File: src/rtl/opr_pkg.sv
package opr_pkg;

   localparam int INSTR_W = 12;

   typedef enum logic [2:0] {
      ROT_NONE  = 3'b000,
      ROT_SWAP  = 3'b001,
      ROT_LEFT1 = 3'b010,
      ROT_LEFT2 = 3'b011,
      ROT_RGHT1 = 3'b100,
      ROT_RGHT2 = 3'b101,
      ROT_BAD0  = 3'b110,
      ROT_BAD1  = 3'b111
   } rot_code_e;

   typedef struct packed {
      logic      clr_ac;
      logic      clr_lk;
      logic      inv_ac;
      logic      inv_lk;
      logic      inc;
      rot_code_e rot;
   } alu_ctl_t;

   typedef struct packed {
      logic clr_ac;
      logic tst_neg;
      logic tst_zero;
      logic tst_link;
      logic sense;
      logic or_sw;
      logic halt;
   } tst_ctl_t;

   function automatic logic is_alu_word(input logic [INSTR_W-1:0] w);
      return (w[11:9] == 3'b111) && !w[8];
   endfunction

   function automatic logic is_tst_word(input logic [INSTR_W-1:0] w);
      return (w[11:8] == 4'hF) && !w[0];
   endfunction

   function automatic alu_ctl_t dec_alu(input logic [INSTR_W-1:0] w);
      alu_ctl_t c;
      c.clr_ac = w[7];
      c.clr_lk = w[6];
      c.inv_ac = w[5];
      c.inv_lk = w[4];
      c.inc    = w[0];
      c.rot    = rot_code_e'(w[3:1]);
      return c;
   endfunction

   function automatic tst_ctl_t dec_tst(input logic [INSTR_W-1:0] w);
      tst_ctl_t c;
      c.clr_ac   = w[7];
      c.tst_neg  = w[6];
      c.tst_zero = w[5];
      c.tst_link = w[4];
      c.sense    = w[3];
      c.or_sw    = w[2];
      c.halt     = w[1];
      return c;
   endfunction

endpackage

File: src/rtl/opr_rotate.sv
module opr_rotate
   import opr_pkg::*;
#(
   parameter int DATA_W  = 12,
   parameter bit SWAP_EN = 1'b1
)(
   input  logic [DATA_W:0] ring_in,
   input  rot_code_e       code,
   output logic [DATA_W:0] ring_out
);
   localparam int RING_W = DATA_W + 1;
   localparam int HALF_W = DATA_W / 2;

   logic [DATA_W:0] swapped;

   generate
      if (SWAP_EN) begin : g_swap
         assign swapped = {ring_in[DATA_W], ring_in[HALF_W-1:0], ring_in[DATA_W-1:HALF_W]};
      end else begin : g_noswap
         assign swapped = ring_in;
      end
   endgenerate

   always_comb begin
      unique case (code)
         ROT_RGHT1: ring_out = {ring_in[0], ring_in[RING_W-1:1]};
         ROT_RGHT2: ring_out = {ring_in[1:0], ring_in[RING_W-1:2]};
         ROT_LEFT1: ring_out = {ring_in[RING_W-2:0], ring_in[RING_W-1]};
         ROT_LEFT2: ring_out = {ring_in[RING_W-3:0], ring_in[RING_W-1:RING_W-2]};
         ROT_SWAP:  ring_out = swapped;
         default:   ring_out = ring_in;
      endcase
   end

   // any rotate or swap only moves bits, never creates or drops one
   always_comb begin
      a_r5_ones_kept: assert ($countones(ring_out) == $countones(ring_in));
   end

endmodule

File: src/rtl/opr_alu_grp.sv
module opr_alu_grp
   import opr_pkg::*;
#(
   parameter int DATA_W  = 12,
   parameter bit SWAP_EN = 1'b1
)(
   input  alu_ctl_t          ctl,
   input  logic [DATA_W-1:0] ac_in,
   input  logic              lk_in,
   output logic [DATA_W-1:0] ac_out,
   output logic              lk_out
);
   logic [DATA_W-1:0] ac_clr, ac_inv;
   logic              lk_clr, lk_inv;
   logic [DATA_W:0]   ring_inc, ring_rot;

   always_comb begin
      ac_clr   = ctl.clr_ac ? '0 : ac_in;
      lk_clr   = ctl.clr_lk ? 1'b0 : lk_in;
      ac_inv   = ctl.inv_ac ? ~ac_clr : ac_clr;
      lk_inv   = ctl.inv_lk ? ~lk_clr : lk_clr;
      ring_inc = {lk_inv, ac_inv} + {{DATA_W{1'b0}}, ctl.inc};
   end

   opr_rotate #(.DATA_W(DATA_W), .SWAP_EN(SWAP_EN)) u_rot (
      .ring_in  (ring_inc),
      .code     (ctl.rot),
      .ring_out (ring_rot)
   );

   assign {lk_out, ac_out} = ring_rot;

   // the half swap never alters the link
   always_comb begin
      if (ctl.rot == ROT_SWAP)
         a_r6_swap_keeps_link: assert (lk_out == ring_inc[DATA_W]);
   end

endmodule

File: src/rtl/opr_tst_grp.sv
module opr_tst_grp
   import opr_pkg::*;
#(
   parameter int DATA_W = 12
)(
   input  tst_ctl_t          ctl,
   input  logic [DATA_W-1:0] ac_in,
   input  logic              lk_in,
   input  logic [DATA_W-1:0] sw_in,
   output logic [DATA_W-1:0] ac_out,
   output logic              skip,
   output logic              halt
);
   logic any_hit;
   logic [DATA_W-1:0] ac_clr;

   always_comb begin
      any_hit = (ctl.tst_neg  & ac_in[DATA_W-1])
              | (ctl.tst_zero & (ac_in == '0))
              | (ctl.tst_link & lk_in);
      skip    = ctl.sense ? ~any_hit : any_hit;
      ac_clr  = ctl.clr_ac ? '0 : ac_in;
      ac_out  = ctl.or_sw ? (ac_clr | sw_in) : ac_clr;
      halt    = ctl.halt;
   end

   // sense with no selected test is an unconditional skip
   always_comb begin
      if (ctl.sense && !ctl.tst_neg && !ctl.tst_zero && !ctl.tst_link)
         a_r8_plain_skip: assert (skip);
   end

endmodule

File: src/rtl/opr_micro_unit.sv
module opr_micro_unit
   import opr_pkg::*;
#(
   parameter int DATA_W  = 12,
   parameter bit SWAP_EN = 1'b1
)(
   input  logic              clk,
   input  logic              rst_n,
   input  logic              in_valid,
   input  logic [11:0]       instr,
   input  logic [DATA_W-1:0] acc_in,
   input  logic              link_in,
   input  logic [DATA_W-1:0] switches,
   output logic              out_valid,
   output logic [DATA_W-1:0] acc_out,
   output logic              link_out,
   output logic              skip_out,
   output logic              halt_out
);
   generate
      if (DATA_W < 4 || (DATA_W % 2) != 0) begin : g_bad_width
         $error("opr_micro_unit: DATA_W must be even and at least 4");
      end
   endgenerate

   logic              sel_alu, sel_tst;
   alu_ctl_t          alu_ctl;
   tst_ctl_t          tst_ctl;
   logic [DATA_W-1:0] alu_ac, tst_ac, nxt_ac;
   logic              alu_lk, tst_skip, tst_halt, nxt_lk, nxt_skip, nxt_halt;

   assign sel_alu = is_alu_word(instr);
   assign sel_tst = is_tst_word(instr);
   assign alu_ctl = dec_alu(instr);
   assign tst_ctl = dec_tst(instr);

   opr_alu_grp #(.DATA_W(DATA_W), .SWAP_EN(SWAP_EN)) u_alu (
      .ctl    (alu_ctl),
      .ac_in  (acc_in),
      .lk_in  (link_in),
      .ac_out (alu_ac),
      .lk_out (alu_lk)
   );

   opr_tst_grp #(.DATA_W(DATA_W)) u_tst (
      .ctl    (tst_ctl),
      .ac_in  (acc_in),
      .lk_in  (link_in),
      .sw_in  (switches),
      .ac_out (tst_ac),
      .skip   (tst_skip),
      .halt   (tst_halt)
   );

   always_comb begin
      nxt_ac   = acc_in;
      nxt_lk   = link_in;
      nxt_skip = 1'b0;
      nxt_halt = 1'b0;
      if (sel_alu) begin
         nxt_ac = alu_ac;
         nxt_lk = alu_lk;
      end else if (sel_tst) begin
         nxt_ac   = tst_ac;
         nxt_skip = tst_skip;
         nxt_halt = tst_halt;
      end
   end

   always_ff @(posedge clk) begin
      if (!rst_n) begin
         out_valid <= 1'b0;
         acc_out   <= '0;
         link_out  <= 1'b0;
         skip_out  <= 1'b0;
         halt_out  <= 1'b0;
      end else begin
         out_valid <= in_valid;
         skip_out  <= in_valid & nxt_skip;
         halt_out  <= in_valid & nxt_halt;
         if (in_valid) begin
            acc_out  <= nxt_ac;
            link_out <= nxt_lk;
         end
      end
   end

   a_r1_valid_follows: assert property (@(posedge clk) disable iff (!rst_n)
      in_valid |=> out_valid);
   a_r1_valid_drops: assert property (@(posedge clk) disable iff (!rst_n)
      !in_valid |=> !out_valid && !skip_out && !halt_out);
   a_r10_halt_source: assert property (@(posedge clk) disable iff (!rst_n)
      halt_out |-> $past(in_valid && instr[11:8] == 4'hF && !instr[0] && instr[1]));
   a_r7_skip_source: assert property (@(posedge clk) disable iff (!rst_n)
      skip_out |-> $past(in_valid && instr[11:8] == 4'hF && !instr[0]));
   a_r9_link_kept: assert property (@(posedge clk) disable iff (!rst_n)
      in_valid && instr[11:8] == 4'hF |=> link_out == $past(link_in));
   a_r9_clear_only: assert property (@(posedge clk) disable iff (!rst_n)
      in_valid && instr[11:8] == 4'hF && !instr[0] && instr[7] && !instr[2] |=> acc_out == '0);
   a_r11_foreign_pass: assert property (@(posedge clk) disable iff (!rst_n)
      in_valid && instr[11:9] != 3'b111 |=>
         acc_out == $past(acc_in) && link_out == $past(link_in) && !skip_out && !halt_out);

endmodule

File: config.mk
export PLATFORM = sky130hd
export DESIGN_NAME = opr_micro_unit
export DESIGN_NICKNAME = d
export VERILOG_FILES = /design/src/rtl/opr_pkg.sv /design/src/rtl/opr_rotate.sv /design/src/rtl/opr_alu_grp.sv /design/src/rtl/opr_tst_grp.sv /design/src/rtl/opr_micro_unit.sv
export SDC_FILE = /design/constraint.sdc
export NUM_CORES = 1
export LEC_CHECK = 0
export BUFFER_PORTS_ARGS = -buffer_cell sky130_fd_sc_hd__buf_2
export CORE_UTILIZATION = 35
export CTS_BUF_LIST = sky130_fd_sc_hd__clkbuf_4 sky130_fd_sc_hd__clkbuf_8 sky130_fd_sc_hd__clkbuf_16
export CTS_CLUSTER_SIZE = 16
export DETAILED_ROUTE_END_ITERATION = 8
export PLACE_DENSITY = 0.57
export SLEW_MARGIN = 20
export SYNTH_ARGS = -nofsm -noshare
export SYNTH_HDL_FRONTEND = slang
export SYNTH_HIERARCHICAL = 1
export SYNTH_SLANG_ARGS = --single-unit
File: constraint.sdc
create_clock -name clk -period 6.1 [get_ports clk]
set_clock_uncertainty 0.1 [all_clocks]
set_input_delay 0.305 -clock clk [delete_from_list [all_inputs] [get_ports clk]]
set_output_delay 0.305 -clock clk [all_outputs]
set_load 0.02 [all_outputs]
==> reports/metrics.yaml <==
timing.reg2reg.setup_slack_ns: 5.24
rr_worst_depth: 2
final_nets: 436
gr-usage-all-layers: 0.1986
clockBufferDepth: 2
synth_largest_type_area_fraction: 0.1151
drv_cap: 0
cts_post_setup_buffers_inserted: 0
clockRootBuffer: "clkbuf_8"
wire_length_of_the_first_global_routing_pass_um: 13320
routed_wire_length_per_instance_um: 17.31
mappedNetlistNets: 413
synth_cell_types: 68
die_area_um2: 8315
drt_first_iter_violations: 219
postRouteAntennaNets: 0
run_status: "complete, no violations"
drt_drc_violations_left: 0
ys_seq_area_frac: 0.1151
critical_path.reg2reg.startpoint: "acc_out[3]$_SDFFE_PN0P_"
critical_path_required_ns: 6.16
average_instance_area_after_synthesis_um2: 7.504
hold_class: "in2reg"
detailroute.via_count: 2872
pwr_density_cell_nw_per_um2: 139.2
fmax_mhz: 283.3
i_o_buffers: 55
drive_gt1_frac: 0.2602
timing_worst_slew_pin_value_ns: 0.8293
fin_cells: 494
grt_setup_unrepaired: "false"
final.min_clock_period_ns: 3.529
dieWidth_um: 91.19
cts_repair_resize_count: 0
initial_core_util: 0.3603
post-synth-top-area-cell: "dfxtp_1"
final-hold-violation-count: 0
ys_async_sr_fraction: 0
core_um2: 7727
groute.layer.met2.usage: 0.2992
cts.hold.buffers_added: 0
syn_inst: 371
finalSetupViolations: 0
grt_busiest_layer: "met2"
die_h_um: 91.19
largest_net_degree_at_the_start_of_global_routing: 49
vdd.ir_drop.worst_uv: 53.38
cts_max_level: 1
timing.final.max_slew_violations: 0
dp_hpwl_um: 6320
grt_antenna_before_repair: 0
area_of_all_sequential_standard_cells_um2: 320.3
area_of_the_multi_input_gates_um2: 2090
viasPerCell: 5.814
antenna_cells: 0
detail_route.wirelength_um: 8549
critical_path.startpoint_type: "primary input"
total_switching_power_uw: 174.2
synth.top_cells.by_area: "dfxtp_1, o21ai_0, nor2b_1"
flip_flop_and_latch_count_after_synthesis: 16
gpl.final_weighted_congestion: 0.9080
timing.critical_path.arrival_ns: 3.59
met1_usage: 0.2944
p_leak_nw: 1.061
r2r_end: "acc_out[3]$_SDFFE_PN0P_"
synth_area_um2: 2784
dr.pass1.iters: 5
power.share.combinational: 0.528
cts_buf_count: 3
end_kind: "register"
finalCritPeriodShare: 0.5786
clock_network_latency_to_the_later_pin_of_the_worst_skew_pair_ns: 0.25
sink_count_of_the_clock_tree: 16
slew_headroom: 0.4471
number_of_global_route_vias_before_repair: 2574
intPower_uw: 234.1
clkPwrFrac: 0.190
syn2layout_area_growth_pct: 5.348
critPathMaxFanout: 19
layout.filler_cells: 817
setup_tns_ns: 0
yosysWarnings: 6
global_route.overflow_total: 0
met3_usage: 0.008375
place_inst: 491
clk_pin_slew_ns: 0.06
std_cell_rows: 32
clock_tree_from_tritoncts: "yes"
power.share.switching: 0.4266
critical_path.endpoint: "acc_out[0]$_SDFFE_PN0P_"
synth_edf_count: 0
io_pins: 56
power.share.sequential: 0.282
yosys_most_used_dff: "dfxtp_1"
worstSetupStartpoint: "instr[5]"
worst-setup-path-type: "in2reg"
worst max-delay path, cell delays in order:
cell and delay, ns:
buf_2 0.35, inv_2 0.17, xnor2_1 0.24, ha_1 0.35, inv_1 0.13, a221oi_2 0.26, nand2_1 0.14, xnor2_1 0.46
a2111oi_0 0.19, a2111oi_1 0.57, nor3_1 0.15, a311oi_2 0.26
cells by family (layout without fill, tap and decap cells):
family                   count (synthesis)  in the layout  synth area share
AND/OR/NAND/NOR                        123            123            0.2706
buffers and inverters                   58             79            0.1344
adder cells (fa/ha/maj)                  2              2          0.008987
flip-flops                              16             16            0.1151
XOR/XNOR                                20             20           0.06292
multiplexers                             5              5           0.02292
AO/OA/AOI/OAI                          147            147            0.3852
power by group through the flow:
stage | Sequential, mW | Clock (mW) | Combinational, mW
global route | 0.116 | 0.0829 | 0.233
floorplan | 0.125 | 0 | 0.154
global placement | 0.117 | 0 | 0.212
finish | 0.115 | 0.0777 | 0.216
CTS | 0.115 | 0.0784 | 0.212
detailed placement | 0.117 | 0 | 0.212
metrics by stage:
step	util	area, um^2	hold WS, ns	total power [mW]	setup slack (ns)
2_1_floorplan	-	2784	0.3468	0.2789	3.185
3_3_place_gp	0.3742	2892	0.4282	0.3290	2.443
3_5_place_dp	0.3742	2892	0.4302	0.3291	2.401
4_1_cts	0.3795	2933	0.3122	0.4057	2.645
5_1_grt	0.3795	2933	0.3269	0.4320	2.412
6_report	0.3795	2933	0.3093	0.4083	2.571
worst min-delay path by stage:
| stage | end | from | depth (start not counted) |
|---|---|---|---|
| floorplan | acc_out[7]$_SDFFE_PN0P_ | rst_n | 2 |
| global placement | link_out$_SDFFE_PN0P_ | link_out$_SDFFE_PN0P_ | 2 |
| detailed placement | acc_out[9]$_SDFFE_PN0P_ | acc_out[9]$_SDFFE_PN0P_ | 2 |
| CTS | acc_out[9]$_SDFFE_PN0P_ | rst_n | 3 |
| global route | acc_out[8]$_SDFFE_PN0P_ | rst_n | 3 |
| finish | acc_out[9]$_SDFFE_PN0P_ | rst_n | 3 |
cells in the final DEF, fill, tap and decap left out, types with 9 or more instances in the layout:
cell type	instances
nor3_1	19
a21oi_1	21
a211oi_1	15
nor2b_1	24
o21ai_2	9
buf_2	55
inv_1	17
nand2_1	26
o21ai_0	51
o32ai_1	11
dfxtp_1	16
a311oi_2	9
xnor2_1	17
state kept, by name (all words and copies together) (netlist names):
name       count
acc_out       12
halt_out       1
link_out       1
out_valid      1
skip_out       1
Yosys cell counts, types with 3 or more instances:
cell type and n:
o21ai_2 9, nor3_1 19, a311oi_2 9, a21oi_1 21
nand2b_1 6, xnor2_1 17, clkbuf_1 4, buf_2 12
o32ai_1 11, dfxtp_1 16, nand3_1 6, o31ai_1 3
a311oi_1 4, nor2_1 6, a2111oi_0 3, o21ai_0 51
mux2i_1 3, and2_1 4, a211oi_1 15, nor2b_1 24
buf_6 9, xor2_1 3, inv_2 3, nor4_1 5
buf_4 6, and2b_2 5, and2b_1 4, nand2_1 26
inv_1 17
routing by layer:
metal | up-vias | wire (um)
met5 | - | 0
met4 | 0 | 210
met3 | 18 | 403
met2 | 113 | 3803
met1 | 1329 | 4132
li1 | 1412 | -
final cells by class:
cell class	count	share of cell area
Clock buffer	3	0.01408
Inverter	21	0.02688
Multi-Input combinational cell	297	0.7125
Sequential cell	16	0.1092
Tap cell	102	0.04352
Timing Repair Buffer	55	0.09386
No activity file was read; power rests on OpenSTA's default activity.
